**src/rtl/rle_pkg.sv**
```systemverilog
package rle_pkg;

  localparam logic [3:0] TAG_GRP   = 4'b0000;
  localparam logic [3:0] TAG_MB    = 4'b0001;
  localparam logic [3:0] TAG_CTRL  = 4'b0010;
  localparam logic [3:0] TAG_QUANT = 4'b0011;
  localparam logic [3:0] TAG_MVX   = 4'b0100;
  localparam logic [3:0] TAG_MVY   = 4'b0101;
  localparam logic [3:0] TAG_SUB   = 4'b0111;
  localparam logic [3:0] TAG_RUN   = 4'b1000;
  localparam logic [3:0] TAG_LVL   = 4'b1001;

  typedef struct packed {
    logic grp;
    logic mb;
    logic ctrl;
    logic quant;
    logic mvx;
    logic mvy;
    logic sub;
    logic run;
    logic lvl;
  } tag_stb_t;

  // zig-zag scan index -> row-major index for a dim x dim block
  function automatic int zz_to_raster(input int k, input int dim);
    int r;
    int c;
    r = 0;
    c = 0;
    for (int i = 0; i < dim * dim; i++) begin
      if (i < k) begin
        if (((r + c) % 2) == 0) begin
          if (c == dim - 1) r = r + 1;
          else if (r == 0) c = c + 1;
          else begin r = r - 1; c = c + 1; end
        end else begin
          if (r == dim - 1) c = c + 1;
          else if (c == 0) r = r + 1;
          else begin r = r + 1; c = c - 1; end
        end
      end
    end
    return r * dim + c;
  endfunction

endpackage

```
**src/rtl/tag_decoder.sv**
```systemverilog
module tag_decoder
  import rle_pkg::*;
(
  input  logic       in_valid_i,
  input  logic [3:0] mode_i,
  input  logic       skip_i,
  output tag_stb_t   stb_o
);

  logic take;

  // control bytes always pass; everything else is frozen by skip
  assign take = in_valid_i && !skip_i;

  always_comb begin
    stb_o       = '0;
    stb_o.ctrl  = in_valid_i && (mode_i == TAG_CTRL);
    stb_o.grp   = take && (mode_i == TAG_GRP);
    stb_o.mb    = take && (mode_i == TAG_MB);
    stb_o.quant = take && (mode_i == TAG_QUANT);
    stb_o.mvx   = take && (mode_i == TAG_MVX);
    stb_o.mvy   = take && (mode_i == TAG_MVY);
    stb_o.sub   = take && (mode_i == TAG_SUB);
    stb_o.run   = take && (mode_i == TAG_RUN);
    stb_o.lvl   = take && (mode_i == TAG_LVL);
  end

endmodule

```
**src/rtl/hdr_regs.sv**
```systemverilog
module hdr_regs
  import rle_pkg::*;
#(
  parameter int DW    = 8,
  parameter int GRP_W = 4,
  parameter int MB_W  = 6,
  parameter int Q_W   = 5,
  parameter int SUB_W = 3
) (
  input  logic             clk_i,
  input  logic             rst_ni,
  input  tag_stb_t         stb_i,
  input  logic [DW-1:0]    data_i,
  output logic [GRP_W-1:0] grp_num_o,
  output logic [MB_W-1:0]  mb_num_o,
  output logic [Q_W-1:0]   quant_o,
  output logic [DW-1:0]    mv_x_o,
  output logic [DW-1:0]    mv_y_o,
  output logic [SUB_W-1:0] sub_num_o,
  output logic             fixed_mb_o,
  output logic             inter_o,
  output logic             filter_o,
  output logic             mc_o,
  output logic             skip_o,
  output logic             frame_first_o
);

  logic frame_pend_q;

  always_ff @(posedge clk_i or negedge rst_ni) begin
    if (!rst_ni) begin
      grp_num_o     <= '0;
      mb_num_o      <= '0;
      quant_o       <= '0;
      mv_x_o        <= '0;
      mv_y_o        <= '0;
      sub_num_o     <= '0;
      fixed_mb_o    <= 1'b0;
      inter_o       <= 1'b0;
      filter_o      <= 1'b0;
      mc_o          <= 1'b0;
      skip_o        <= 1'b0;
      frame_first_o <= 1'b0;
      frame_pend_q  <= 1'b1;
    end else begin
      if (stb_i.grp)   grp_num_o <= data_i[GRP_W-1:0];
      if (stb_i.mb)    mb_num_o  <= data_i[MB_W-1:0];
      if (stb_i.quant) quant_o   <= data_i[Q_W-1:0];
      if (stb_i.mvx)   mv_x_o    <= data_i;
      if (stb_i.mvy)   mv_y_o    <= data_i;
      if (stb_i.sub)   sub_num_o <= data_i[SUB_W-1:0];
      if (stb_i.ctrl) begin
        fixed_mb_o <= data_i[0];
        inter_o    <= data_i[1];
        filter_o   <= data_i[2];
        mc_o       <= data_i[3];
        skip_o     <= data_i[6];
        if (data_i[6]) begin
          frame_pend_q  <= 1'b1;
          frame_first_o <= 1'b0;
        end else begin
          frame_first_o <= frame_pend_q;
          frame_pend_q  <= 1'b0;
        end
      end
    end
  end

endmodule

```
**src/rtl/run_expander.sv**
```systemverilog
module run_expander
  import rle_pkg::*;
#(
  parameter int DW      = 8,
  parameter int BLK_DIM = 8,
  parameter int SUB_W   = 3,
  localparam int NCOEF  = BLK_DIM * BLK_DIM,
  localparam int IW     = $clog2(NCOEF),
  localparam int PW     = $clog2(NCOEF + 1)
) (
  input  logic                clk_i,
  input  logic                rst_ni,
  input  logic                ctl_stb_i,
  input  logic                sub_stb_i,
  input  logic                run_stb_i,
  input  logic                lvl_stb_i,
  input  logic [DW-1:0]       data_i,
  input  logic [SUB_W-1:0]    cur_sub_i,
  output logic                blk_ready_o,
  output logic [SUB_W-1:0]    blk_sub_o,
  output logic [NCOEF*DW-1:0] blk_coef_o,
  output logic                run_err_o
);

  localparam logic [DW:0] NC_W = (DW + 1)'(NCOEF);

  logic [DW-1:0] zbuf_q [NCOEF];
  logic [DW-1:0] zbuf_wr[NCOEF];
  logic [DW-1:0] snap_q [NCOEF];
  logic [PW-1:0] pos_q;
  logic          open_q;
  logic [DW:0]   run_end;

  assign run_end = {{(DW + 1 - PW){1'b0}}, pos_q} + {1'b0, data_i};

  always_comb begin
    for (int k = 0; k < NCOEF; k++) zbuf_wr[k] = zbuf_q[k];
    zbuf_wr[pos_q[IW-1:0]] = data_i;
  end

  always_ff @(posedge clk_i or negedge rst_ni) begin
    if (!rst_ni) begin
      for (int k = 0; k < NCOEF; k++) begin
        zbuf_q[k] <= '0;
        snap_q[k] <= '0;
      end
      pos_q       <= '0;
      open_q      <= 1'b0;
      blk_ready_o <= 1'b0;
      blk_sub_o   <= '0;
      run_err_o   <= 1'b0;
    end else begin
      blk_ready_o <= 1'b0;
      if (ctl_stb_i || sub_stb_i) begin
        if (open_q) begin
          for (int k = 0; k < NCOEF; k++) snap_q[k] <= zbuf_q[k];
          blk_sub_o   <= cur_sub_i;
          blk_ready_o <= 1'b1;
        end
        for (int k = 0; k < NCOEF; k++) zbuf_q[k] <= '0;
        pos_q     <= '0;
        open_q    <= sub_stb_i;
        run_err_o <= 1'b0;
      end else if (open_q && run_stb_i) begin
        if (run_end >= NC_W) begin
          // run fills or overruns the block: close it
          for (int k = 0; k < NCOEF; k++) begin
            snap_q[k] <= zbuf_q[k];
            zbuf_q[k] <= '0;
          end
          blk_sub_o   <= cur_sub_i;
          blk_ready_o <= 1'b1;
          pos_q       <= '0;
          open_q      <= 1'b0;
          if (run_end > NC_W) run_err_o <= 1'b1;
        end else begin
          pos_q <= run_end[PW-1:0];
        end
      end else if (open_q && lvl_stb_i) begin
        if (pos_q == PW'(NCOEF - 1)) begin
          for (int k = 0; k < NCOEF; k++) begin
            snap_q[k] <= zbuf_wr[k];
            zbuf_q[k] <= '0;
          end
          blk_sub_o   <= cur_sub_i;
          blk_ready_o <= 1'b1;
          pos_q       <= '0;
          open_q      <= 1'b0;
        end else begin
          zbuf_q[pos_q[IW-1:0]] <= data_i;
          pos_q <= pos_q + 1'b1;
        end
      end
    end
  end

  // scan order -> raster order is pure wiring
  for (genvar k = 0; k < NCOEF; k++) begin : g_map
    localparam int RI = zz_to_raster(k, BLK_DIM);
    assign blk_coef_o[RI*DW +: DW] = snap_q[k];
  end

endmodule

```
**src/rtl/coef_rle_expander.sv**
```systemverilog
module coef_rle_expander
  import rle_pkg::*;
#(
  parameter int DW      = 8,
  parameter int BLK_DIM = 8,
  parameter int GRP_W   = 4,
  parameter int MB_W    = 6,
  parameter int Q_W     = 5,
  parameter int SUB_W   = 3,
  localparam int NCOEF  = BLK_DIM * BLK_DIM
) (
  input  logic                clk_i,
  input  logic                rst_ni,
  input  logic                in_valid_i,
  input  logic [3:0]          mode_i,
  input  logic [DW-1:0]       data_i,
  output logic [GRP_W-1:0]    grp_num_o,
  output logic [MB_W-1:0]     mb_num_o,
  output logic [Q_W-1:0]      quant_o,
  output logic [DW-1:0]       mv_x_o,
  output logic [DW-1:0]       mv_y_o,
  output logic [SUB_W-1:0]    sub_num_o,
  output logic                fixed_mb_o,
  output logic                inter_o,
  output logic                filter_o,
  output logic                mc_o,
  output logic                skip_o,
  output logic                frame_first_o,
  output logic                blk_ready_o,
  output logic [SUB_W-1:0]    blk_sub_o,
  output logic [NCOEF*DW-1:0] blk_coef_o,
  output logic                run_err_o
);

  tag_stb_t stb;

  tag_decoder u_dec (
    .in_valid_i (in_valid_i),
    .mode_i     (mode_i),
    .skip_i     (skip_o),
    .stb_o      (stb)
  );

  hdr_regs #(
    .DW(DW), .GRP_W(GRP_W), .MB_W(MB_W), .Q_W(Q_W), .SUB_W(SUB_W)
  ) u_hdr (
    .clk_i         (clk_i),
    .rst_ni        (rst_ni),
    .stb_i         (stb),
    .data_i        (data_i),
    .grp_num_o     (grp_num_o),
    .mb_num_o      (mb_num_o),
    .quant_o       (quant_o),
    .mv_x_o        (mv_x_o),
    .mv_y_o        (mv_y_o),
    .sub_num_o     (sub_num_o),
    .fixed_mb_o    (fixed_mb_o),
    .inter_o       (inter_o),
    .filter_o      (filter_o),
    .mc_o          (mc_o),
    .skip_o        (skip_o),
    .frame_first_o (frame_first_o)
  );

  run_expander #(
    .DW(DW), .BLK_DIM(BLK_DIM), .SUB_W(SUB_W)
  ) u_exp (
    .clk_i       (clk_i),
    .rst_ni      (rst_ni),
    .ctl_stb_i   (stb.ctrl),
    .sub_stb_i   (stb.sub),
    .run_stb_i   (stb.run),
    .lvl_stb_i   (stb.lvl),
    .data_i      (data_i),
    .cur_sub_i   (sub_num_o),
    .blk_ready_o (blk_ready_o),
    .blk_sub_o   (blk_sub_o),
    .blk_coef_o  (blk_coef_o),
    .run_err_o   (run_err_o)
  );

endmodule

```
**config.mk**
```make
export PLATFORM = sky130hd
export DESIGN_NAME = coef_rle_expander
export DESIGN_NICKNAME = d
export VERILOG_FILES = /design/src/rtl/rle_pkg.sv /design/src/rtl/tag_decoder.sv /design/src/rtl/hdr_regs.sv /design/src/rtl/run_expander.sv /design/src/rtl/coef_rle_expander.sv
export SDC_FILE = /design/constraint.sdc
export NUM_CORES = 2
export LEC_CHECK = 0
export CORE_MARGIN = 1
export CORE_UTILIZATION = 30
export DETAILED_ROUTE_END_ITERATION = 12
export DONT_BUFFER_PORTS = 1
export SETUP_SLACK_MARGIN = 0.3
export SLEW_MARGIN = 10
export SYNTH_ARGS = -nofsm -noshare
export SYNTH_HDL_FRONTEND = slang
export SYNTH_SLANG_ARGS = --single-unit
```
**constraint.sdc**
```tcl
create_clock -name clk_i -period 3.4 [get_ports clk_i]
set_clock_uncertainty 0.05 [all_clocks]
set_input_delay 0.68 -clock clk_i [delete_from_list [all_inputs] [get_ports clk_i]]
set_output_delay 0.68 -clock clk_i [all_outputs]
set_load 0.01 [all_outputs]
```
* After elaboration in Yosys (flattened, before gate mapping)
Index checks and enable logic that the tools add are counted.
W data, S select, Z words.
** Storage, ports and cells
- Bits in registers :: 1078
- Input port bits :: 15
- Output and inout port bits :: 557
- Logic and storage cells :: 231
** Cells by class
- $add $sub $neg :: 2
- Order comparisons :: 4
- Eq/ne operators :: 11
- Multiplexer cells :: 42
- Bitwise operators :: 1
- Reduce and logical (&&, ||, !) cells :: 25
** Operators by type and width (count)
- $mux W512 :: 11
- $bwmux W512 :: 1
- $demux W8 S6 :: 1
- $mux W7 :: 5
- $mux W3 :: 6
- $mux W1 :: 17
- $logic_and A1 B1 Y1 :: 13
- $eq A4 B3 Y1 const B :: 3
- $add A7 B8 Y9 :: 1
- $ge A9 B7 Y1 const B :: 1
- $gt A9 B7 Y1 const B :: 1
- $eq A4 B2 Y1 const B :: 2
- $eq A4 B4 Y1 const B :: 2
- $mux W8 :: 1
- $add A7 B1 Y7 const B :: 1
- $eq A7 B6 Y1 const B :: 1
- $ge A7 B7 Y1 const B :: 1
- $lt A7 B1 Y1 const B :: 1
- $not A6 Y7 :: 1
- $reduce_and A3 Y1 :: 2
- $reduce_bool A2 Y1 :: 3
- $reduce_bool A3 Y1 :: 2
- $eq A4 B1 Y1 const B :: 1
- $logic_not A4 Y1 :: 1
- 6 further kinds :: 6

* Depth between registers and ports, before layout
- Depth in word-level cells :: 10
- Mapped depth :: 12
- Gate-level depth less buffers :: 9

* Hierarchy
Synthesis repeated with hierarchy kept, for this count alone.
** Second synthesis, totals
- Cells, all modules :: 3394
- Area total of the unflattened synthesis :: 47080.2 µm²
** By module, submodules not included
- run_expander :: instances 1, cells each 3288, area each 45349.7 µm², sequential area each 25949.9 µm²
- hdr_regs :: instances 1, cells each 91, area each 1635.3 µm², sequential area each 1027.2 µm²
- tag_decoder :: instances 1, cells each 15, area each 95.1 µm², sequential area each 0.0 µm²

* Worst setup path before layout
Ideal clock, no wire load.
- Path type :: in2reg
- Start point :: in data_i[1]
- End point :: reg u_exp.snap_q, in the netlist u_exp.blk_coef_o[376]
- Setup time :: 128 ps
- Arrival time :: 3045 ps
- Data required time :: 3222 ps
- Setup slack :: 177 ps
- Cell stages on the path :: 12
- Buffers on the path :: 4
- Path through :: clkinv_1 > clkbuf_1 > fa_1 > nor2b_1 > o2111a_1 > or3_1 > a21boi_2 > a21oi_1 > buf_4 > buf_4 > buf_4 > mux2_1
** Between the ends
- Word-level cells in the longest chain between the ends :: 4
** Ends and longest elaborated chain
- start: declaration :: line coef_rle_expander.sv:16 : input logic [DW-1:0] data_i,
- $add A7 B8 Y9 :: line run_expander.sv:34 : assign run_end = {{(DW + 1 - PW){1'b0}}, pos_q} + {1'b0, data_i};
- $ge A9 B7 Y1 :: line run_expander.sv:65 : if (run_end >= NC_W) begin
- $ne A3 B2 Y1 (no line)
- $reduce_and A4 Y1 (no line)
- end signal: indexed assignment :: line run_expander.sv:68 : snap_q[k] <= zbuf_q[k];
- end signal: indexed assignment :: line run_expander.sv:82 : snap_q[k] <= zbuf_wr[k];
- end: declaration :: line run_expander.sv:29 : logic [DW-1:0] snap_q [NCOEF];
Every way passes these cells.
A chain may end at the register's enable or synchronous reset.

* Worst setup path after layout
- Start point :: reg u_hdr.skip_o
- End point :: reg u_exp.snap_q, in the netlist u_exp.blk_coef_o[464]
** Between the ends
- Word-level cells in the longest chain between the ends :: 6
- Elaborated cells between the ends (all ways) :: 15
- Classes of those cells :: 2 x eq/ne; 2 x mux; 11 x reduce/logical
** Ends and longest elaborated chain
- start: declaration :: line hdr_regs.sv:24 : output logic skip_o,
- start signal: assignment :: line hdr_regs.sv:57 : skip_o <= data_i[6];
- $logic_not A1 Y1 (*) :: line tag_decoder.sv:13 : assign take = in_valid_i && !skip_i;
- $logic_and A1 B1 Y1 (*) :: line tag_decoder.sv:13
- $logic_and A1 B1 Y1, on equally long branches :: line tag_decoder.sv:24, tag_decoder.sv:23, tag_decoder.sv:25
- $logic_and A1 B1 Y1 (tied with other cells) :: line run_expander.sv:64 : end else if (open_q && run_stb_i) begin
- $ne A3 B2 Y1 (no line) (tied with other cells)
- $reduce_and A4 Y1 (no line) or $mux W512 (tied branches)
Mark *: on every way between the ends. The rest lies on a longest branch, timed or not.

==> reports/results.ini <==
[global_route]
grt_pass1_wl_um = 233000
grt.overflow.total = 0
grt_usage_pct = 19.7
grt_pass1_vias = 31800
grt_start_max_net_pins = 1079
antenna_found_initial = 6

[worst_setup_path]
crit_type = reg -> reg
worstPathArrival_ps = 3580
endpoint_kind = flop
cp.required_ps = 3950
cp_max_fo = 30
cp-start-kind = flop

[clock_tree]
cts_tree = done
clk_path_buf_depth = 3
cts.sink_count = 1078
htree_levels = 3
cts.reportedPaths.clkPinSlew_ps = 60
cts_buffers = 117
cts-root-buf = clkbuf_16
clkLatencyLatePin_ps = 750

[route]
top_layer = met4
drtIter0Drc = 2599
wl_um = 162000
viasPerCell = 5.18
firstDrtPassIters = 6
routed-wl-met3_um = 11400
wl_per_cell_um = 26.7
wl_met1_um = 70500
dr_wl_met2_um = 74300
antenna_left = 0
drc = 0
num_vias = 31400

[power_and_ir_drop]
pwr_density_cell_nw_per_um2 = 740
leakagePower_uw = 0.0249
irDropWorstVdd_uv = 421
p_int_uw = 28200
clock_power_share_pct = 31.6
p_switching_uw = 13100
swShare_pct = 31.8
p_seq_share_pct = 50.1
p_comb_share_pct = 18.2

[hold_path]
hold_class = in -> async

[floorplan]
die_area_um2 = 160000
start_util_pct = 30.3
die_x_um = 400
dieHeight_um = 400
core_um2 = 157000
io_pins = 572
std_cell_rows = 145

[cells_and_area]
post-route-util_pct = 35.6
nets = 3913
final_cells = 6057
mostFrequentLayoutCells = dfrtp_1 (1077), mux2_2 (773), inv_1 (527)
areaGrowthSynthToFinish_pct = 17.5
mostFrequentLayoutCell = dfrtp_1
drive_above_1_share_pct = 32.2

[sta]
timing.final.crit_share_pct = 89.3
max_freq_ghz = 0.329
hold_viol_final = 215
min_period_ps = 3040
tightest_slew_ps = 985
slew_headroom_pct = 34.3
grt_setup_unrepaired = true
slew_violations = 0
setup_slack_ps = 364
setup_tns_ps = 0
setup_viol = 0
hold_slack_ps = -176

[yosys]
synth_nets = 3842
syn_inst = 3818
ys_seq_area_share_pct = 56.7
synth_area_um2 = 47600
avgSynthCellArea_um2 = 12.5
async_reset_ff_share_pct = 100
ys_ff_latch = 1078
synth-edff-count = 0
ys_types = 55
ys.flop_type = dfrtp_1
synth.yosys.warnings = 0

[placed_design]
place_ws_ps = -302
dp_cells = 5795
hpwl_um = 95800
io_buffers = 0
routabilityCongestion = 0.770

[status]
violations = hold timing
outcome = finished with violations

[job]
cap_violations = 0

-- cell families after synthesis --
group | share of synthesized area, %
compound gates | 9.60
xor+xnor | 0.0921
fa+ha+maj | 0.253
buf+inv | 6.41
flops | 56.7
mux | 25.0
simple gates | 1.94
-- layout make-up --
cell class | instances | area, um^2
clock inverter | 47 | 533
clock buffer | 175 | 3440
multi-input combinational | 1977 | 18000
timing repair buffer | 187 | 2340
fill | 15300 | 101000
antenna | 7 | 17.5
inverter | 528 | 1980
tap | 2058 | 2570
sequential | 1078 | 27000
-- power by group through the flow --
| stage | registers [uW] | clock network [uW] | logic, uW |
|---|---|---|---|
| after CTS | 20800 | 13400 | 7210 |
| after floorplan | 19500 | 0 | 5400 |
| final | 20700 | 13100 | 7540 |
| after global routing | 21200 | 13900 | 8310 |
| after detailed placement | 21000 | 0 | 7150 |
| after global placement | 20900 | 0 | 6960 |
-- cell usage after synthesis, types with 8 or more instances --
library cell  instances  area (um^2)
inv_1               527         1980
ha_1                  8          100
buf_4                29          218
clkbuf_1            137          514
nand3_1               9         45.0
o21ai_0              25          125
buf_1                 8         30.0
mux2_1              226         2540
mux2i_1              64          641
nor3b_1               8         60.1
nor2_1               76          285
buf_2                61          305
mux2_2              773         8700
o22ai_1             513         3210
a211oi_2             52          651
dfrtp_1            1077        27000
nand2_1              88          330
a21oi_1              72          360
-- per-stage QoR --
step	power (uW)	cell area [um^2]	hold WS [ps]
2_1_floorplan	24900	47600	334
3_3_place_gp	27800	50900	412
3_5_place_dp	28100	50900	409
4_1_cts	41400	55100	-444
5_1_grt	43400	55900	-178
6_report	41300	55900	-176
-- final timing paths --
kind,endpoint,slack (ps),start,cells after the start
worst min register to register,u_exp.zbuf_q[177],450,u_exp.zbuf_q[177],2
worst max register to register,u_exp.blk_coef_o[464],360,u_hdr.skip_o,8
min in group clk_i,u_hdr.mv_y_o[4],110,data_i[4],1
worst max-delay path,u_exp.blk_coef_o[464],360,u_hdr.skip_o,8
worst min-delay path,u_exp.blk_coef_o[364],-180,rst_ni,1
max in group asynchronous,u_exp.blk_coef_o[200],810,rst_ni,4
-- critical path, stage by stage (launching register included) --
cell     delay [ps]
dfrtp_1         380
or3b_4          440
or3_4           430
buf_4           170
o21ai_4         150
buf_12          290
nor2_1          270
mux2_2          360
mux2_1          300
-- layer usage --
layer	vias to the layer above	GRT usage (%)
met5	-	0
met4	0	7.44
met3	229	4.58
met2	1063	30.6
met1	16500	26.7
li1	13600	-
-- repair_timing --
item                                   4_1_cts  5_1_grt
gates cloned                                 1        9
setup endpoints to repair                  536      785
endpoints found under the hold margin     1091      139
hold buffers                                 8        2
buffers inserted                             4        3
pin swaps                                    3        4
resized for setup                           20       66
-- sequential cells by signal, summed over array words and instances (netlist names), 3 cells and up --
| signal | count |
|---|---|
| u_hdr.mb_num_o | 6 |
| u_hdr.mv_x_o | 8 |
| u_hdr.grp_num_o | 4 |
| u_hdr.quant_o | 5 |
| u_exp.blk_sub_o | 3 |
| u_exp.blk_coef_o | 512 |
| u_hdr.sub_num_o | 3 |
| u_hdr.mv_y_o | 8 |
| u_exp.pos_q | 7 |
| u_exp.zbuf_q | 512 |
Note: power is estimated with default switching activity, not from simulation.
